==> config.mk <==
export PLATFORM = sky130hd
export DESIGN_NAME = comma_align_seq
export DESIGN_NICKNAME = d
export VERILOG_FILES = /design/src/rtl/comma_align_pkg.sv /design/src/rtl/wait_timer.sv /design/src/rtl/comma_detect.sv /design/src/rtl/comma_align_seq.sv
export SDC_FILE = /design/constraint.sdc
export NUM_CORES = 1
export LEC_CHECK = 0
export BUFFER_PORTS_ARGS = -buffer_cell sky130_fd_sc_hd__buf_4
export CORE_MARGIN = 3
export CORE_UTILIZATION = 43
export DETAILED_ROUTE_END_ITERATION = 10
export SYNTH_ARGS = -nofsm -noshare
export SYNTH_HDL_FRONTEND = slang
export SYNTH_SLANG_ARGS = --single-unit
==> constraint.sdc <==
create_clock -name clk -period 2.1 [get_ports clk]
set_input_delay 0.21 -clock clk [delete_from_list [all_inputs] [get_ports clk]]
set_output_delay 0.21 -clock clk [all_outputs]
set_load 0.1 [all_outputs]
==> src/rtl/comma_align_pkg.sv <==
package comma_align_pkg;
  typedef enum logic [3:0] {
    S_IDLE,
    S_SETUP,
    S_SLIP_A,
    S_GAP,
    S_SLIP_B,
    S_SETTLE,
    S_CLEAR,
    S_SAMPLE,
    S_CHECK,
    S_RETRY,
    S_READY
  } align_state_e;
endpackage

==> src/rtl/wait_timer.sv <==
module wait_timer #(
  parameter int W = 8
) (
  input  logic         clk,
  input  logic         rst,
  input  logic         load,
  input  logic [W-1:0] load_val,
  output logic         zero
);
  logic [W-1:0] cnt_q;

  always_ff @(posedge clk) begin
    if (rst) begin
      cnt_q <= '0;
    end else if (load) begin
      cnt_q <= load_val;
    end else if (cnt_q != '0) begin
      cnt_q <= cnt_q - 1'b1;
    end
  end

  assign zero = (cnt_q == '0);
endmodule

==> src/rtl/comma_detect.sv <==
module comma_detect #(
  parameter int                    N_CODES = 2,
  parameter logic [N_CODES*8-1:0]  CODES   = {8'hBC, 8'h3C}
) (
  input  logic       clk,
  input  logic       rst,
  input  logic       clr,
  input  logic [7:0] byte_in,
  input  logic       ctrl_in,
  output logic       flag
);
  logic [N_CODES-1:0] match;

  for (genvar g = 0; g < N_CODES; g++) begin : g_code
    assign match[g] = ctrl_in && (byte_in == CODES[g*8 +: 8]);
  end

  always_ff @(posedge clk) begin
    if (rst || clr) begin
      flag <= 1'b0;
    end else if (|match) begin
      flag <= 1'b1;
    end
  end
endmodule

==> src/rtl/comma_align_seq.sv <==
module comma_align_seq
  import comma_align_pkg::*;
#(
  parameter int MAX_ATTEMPTS = 10,
  parameter int SETTLE_CYC   = 16,
  parameter int SAMPLE_CYC   = 1000,
  parameter int RETRY_CYC    = 100000,
  localparam int ATTEMPT_W   = $clog2(MAX_ATTEMPTS + 1)
) (
  input  logic                 clk,
  input  logic                 rst,
  input  logic                 start,
  input  logic [7:0]           dec_byte,
  input  logic                 dec_ctrl,
  output logic                 bitslip,
  output logic                 wordslip,
  output logic                 rx_ready,
  output logic                 comma_flag,
  output logic [ATTEMPT_W-1:0] align_attempt
);
  localparam int HALF    = MAX_ATTEMPTS / 2;
  localparam int DUR_A   = (SETTLE_CYC > SAMPLE_CYC) ? SETTLE_CYC : SAMPLE_CYC;
  localparam int DUR_MAX = (DUR_A > RETRY_CYC) ? DUR_A : RETRY_CYC;
  localparam int TIMER_W = $clog2(DUR_MAX + 1);

  align_state_e         state_q, state_d;
  logic [ATTEMPT_W-1:0] attempt_q, attempt_d;
  logic                 tmr_load, tmr_zero;
  logic [TIMER_W-1:0]   tmr_val;
  logic                 det_clr;
  logic                 bitslip_q, wordslip_q, ready_q;
  logic [ATTEMPT_W-1:0] found_q;

  wait_timer #(.W(TIMER_W)) u_timer (
    .clk      (clk),
    .rst      (rst),
    .load     (tmr_load),
    .load_val (tmr_val),
    .zero     (tmr_zero)
  );

  assign det_clr = (state_q == S_CLEAR);

  comma_detect u_det (
    .clk     (clk),
    .rst     (rst),
    .clr     (det_clr),
    .byte_in (dec_byte),
    .ctrl_in (dec_ctrl),
    .flag    (comma_flag)
  );

  always_comb begin
    state_d   = state_q;
    attempt_d = attempt_q;
    tmr_load  = 1'b0;
    tmr_val   = '0;
    case (state_q)
      S_IDLE: if (start) begin
        state_d   = S_SETUP;
        attempt_d = ATTEMPT_W'(1);
      end
      S_SETUP:  state_d = S_SLIP_A;
      S_SLIP_A: state_d = S_GAP;
      S_GAP:    state_d = S_SLIP_B;
      S_SLIP_B: begin
        state_d  = S_SETTLE;
        tmr_load = 1'b1;
        tmr_val  = TIMER_W'(SETTLE_CYC - 1);
      end
      S_SETTLE: if (tmr_zero) state_d = S_CLEAR;
      S_CLEAR: begin
        state_d  = S_SAMPLE;
        tmr_load = 1'b1;
        tmr_val  = TIMER_W'(SAMPLE_CYC - 1);
      end
      S_SAMPLE: if (tmr_zero) state_d = S_CHECK;
      S_CHECK: begin
        if (comma_flag) begin
          state_d = S_READY;
        end else if (attempt_q == ATTEMPT_W'(MAX_ATTEMPTS)) begin
          state_d  = S_RETRY;
          tmr_load = 1'b1;
          tmr_val  = TIMER_W'(RETRY_CYC - 1);
        end else begin
          state_d   = S_SETUP;
          attempt_d = attempt_q + 1'b1;
        end
      end
      S_RETRY: if (tmr_zero) begin
        state_d   = S_SETUP;
        attempt_d = ATTEMPT_W'(1);
      end
      S_READY:  state_d = S_READY;
      default:  state_d = S_IDLE;
    endcase
  end

  always_ff @(posedge clk) begin
    if (rst) begin
      state_q    <= S_IDLE;
      attempt_q  <= '0;
      bitslip_q  <= 1'b0;
      wordslip_q <= 1'b0;
      ready_q    <= 1'b0;
      found_q    <= '0;
    end else begin
      state_q   <= state_d;
      attempt_q <= attempt_d;
      bitslip_q <= (state_d == S_SLIP_A) || (state_d == S_SLIP_B);
      if (state_d == S_SETUP) begin
        wordslip_q <= (attempt_d > ATTEMPT_W'(HALF));
      end
      if (state_q == S_CHECK && state_d == S_READY) begin
        ready_q <= 1'b1;
        found_q <= attempt_q;
      end
    end
  end

  assign bitslip       = bitslip_q;
  assign wordslip      = wordslip_q;
  assign rx_ready      = ready_q;
  assign align_attempt = found_q;
endmodule

==> results.yml <==
critical_path:
  worstPathMaxFanout: 7
  crit_required_ns: 2.26
  criticalPathCategory: "flop to flop"
  cp-start-kind: "flop"
  cp.arrival_ns: 2.09
  endpoint_kind: "flop"
synthesis:
  synth_fa_ha_area_share_pct: 2.78
  synth_xor_area_share_pct: 6.32
  synthMuxAreaShare_pct: 1.25
  syn_area_per_cell_sq_um: 8.07
  netlist_area_sq_um: 1800
  yosys_warnings: 0
  yosysSeqAreaShare_pct: 36.7
  synth_fp_nets: 239
  yosys.area_share.simple_pct: 34.1
  synthesis.instances: 223
  synth_cell_types: 50
  ys_ff_latch: 33
  synth_compound_area_share_pct: 15.2
  synth_top_family_by_area: "simple AND/OR/NAND/NOR gates"
  synth-edff-count: 0
  synth_flop_cell: "dfxtp_1"
  async_flop_share_pct: 0
placed_design:
  port_buffers: 18
  dpl_cell_area_sq_um: 2060
  hpwl_um: 3080
  gp_congestion: 0.857
timing:
  clock.fmax_mhz: 517
  slew_viol_final: 0
  fin_crit_sh_pct: 92.0
  hold_viol_final: 0
  max_slew.worst_pin.slew_ns: 0.459
  slew_headroom_pct: 69.1
  skew_ns: 0.00590
  fin_crit_ns: 1.93
  tns_ns: 0
  rsz0062_at_grt: "false"
  setup-violations-final: 0
floorplanning:
  fp.dieArea_sq_um: 5000
  fp-row-count: 22
  coreArea_sq_um: 3850
  chipHeight_um: 70.7
  die_width_um: 70.7
  ios: 20
  start_util_pct: 46.7
detailed_routing:
  num_vias: 1686
  drc: 0
  first_iter_violations: 175
  via_per_inst: 5.60
  wirelength_um: 4220
  wl_per_cell_um: 14.0
  ant_nets: 0
  first_pass_iters: 4
power_and_ir_drop:
  clock_power_share_pct: 17.0
  seq_power_share_pct: 33.2
  p_int_uw: 1690
  power_frac_comb_pct: 49.8
  fin_total_pwr_uw: 2840
  p_per_area_nw_per_um2: 1300
  p_leak_uw: 0.000880
  ir_worst_vdd_mv: 0.629
  power.switching_uw: 1150
  p_sw_share_pct: 40.5
global_routing:
  grt_max_degree: 29
  overflow: 0
  antenna_found_initial: 0
  grt.total_usage_pct: 18.2
  grt_pass1_vias: 1632
  grt_pass1_wl_um: 7450
cts:
  postCtsHoldBufs: 0
  cts_max_path_buffers: 2
  cts.root.buffer_cell: "clkbuf_8"
  cts_tree: "yes"
  path_clk_slew_ns: 0.07
  clkSinkCount: 33
  numCtsBuffers: 5
  worstSkewPairLatency_ns: 0.28
  cts.htree.levels: 2
outcome:
  status: "completed"
cells_and_area:
  layout_common_cells: "dfxtp_1, buf_4, a21oi_1"
  antennaDiodeCount: 0
  final_nets: 269
  drive_gt1_share_pct: 20.9
  syn_to_final_growth_pct: 21.3
  stdcell_area_sq_um: 2180
run:
  drv_cap: 0
hold_path:
  hold_class: "input port to flop"
## power by group through the flow
stage               registers [uW]  logic (uW)  clock network, uW
global placement               948        1310                  0
finish                         942        1420                482
detailed placement             952        1320                  0
global route                   964        1600                524
CTS                            940        1340                493
floorplan                      993         930                  0
## cell usage after synthesis, types with 4 or more instances
library cell  number  share of area (%)
dfxtp_1           33                 37
a21oi_1           26                7.2
nor2_1            23                4.8
nand2_1           21                4.4
nor3_1            15                4.2
nand3_1           10                2.8
xor2_1             8                3.9
nor2b_1            7                2.4
clkbuf_1           6                1.3
o21ai_0            6                1.7
inv_1              5                1.0
xnor2_1            5                2.4
a31oi_1            4                1.4
ha_1               4                2.8
## final cells by class
class                      instances  area [sq um]
clock buffer                       7          86.3
fill                             364          1670
inverter                           5          18.8
multi-input combinational        174          1100
sequential                        33           661
tap                               48          60.1
timing repair buffer              34           259
## through the flow
step,worst slack (ns),hold WS (ns),cells,util [%]
6_report,0.167,0.257,301,56.7
3_3_place_gp,0.0992,0.444,293,53.5
3_5_place_dp,0.103,0.456,293,53.5
2_1_floorplan,0.0186,0.439,223,-
5_1_grt,0.00611,0.286,301,56.7
4_1_cts,0.0711,0.267,300,55.7
## worst max-delay path: stages (launching register included)
cell     delay, ns
dfxtp_1       0.36
inv_1         0.07
ha_1          0.18
nor4b_1       0.14
buf_4         0.15
nand4_4       0.12
nor3b_4       0.19
or3b_4        0.40
xor2_1        0.16
nor3_2        0.05
## logic make-up (layout without fill, tap and decap cells)
group	count (synthesis)	in the layout
XOR/XNOR	13	13
multiplexers	2	2
AND/OR/NAND/NOR	108	108
flip-flops	33	33
buffers and inverters	16	46
AO/OA/AOI/OAI	47	47
adder cells (fa/ha/maj)	4	4
## routing by layer
metal	track usage, %	routed length, um
met1	23.8	2060
met3	4.55	141
met2	29.7	1970
met5	0	0
met4	5.64	53
## registers in the layout (all words and copies together), names as in the netlist
name,cells
wordslip,1
attempt_q,4
align_attempt,4
u_timer.cnt_q,17
bitslip,1
rx_ready,1
state_q,4
u_det.flag,1
## final timing paths
check             cells after the start                end  slack, ns              from
setup reg to reg                      9  u_timer.cnt_q[13]       0.17  u_timer.cnt_q[1]
hold reg to reg                       2   align_attempt[1]       0.46  align_attempt[1]
setup / recovery                      9  u_timer.cnt_q[13]       0.17  u_timer.cnt_q[1]
hold / removal                        3         u_det.flag       0.26       dec_byte[2]
## timing repair
action | CTS | global route
resized for setup | 0 | 6
setup buffers | 0 | 1
endpoints found under the setup margin | 0 | 3
(Power assumes the default switching activity.)
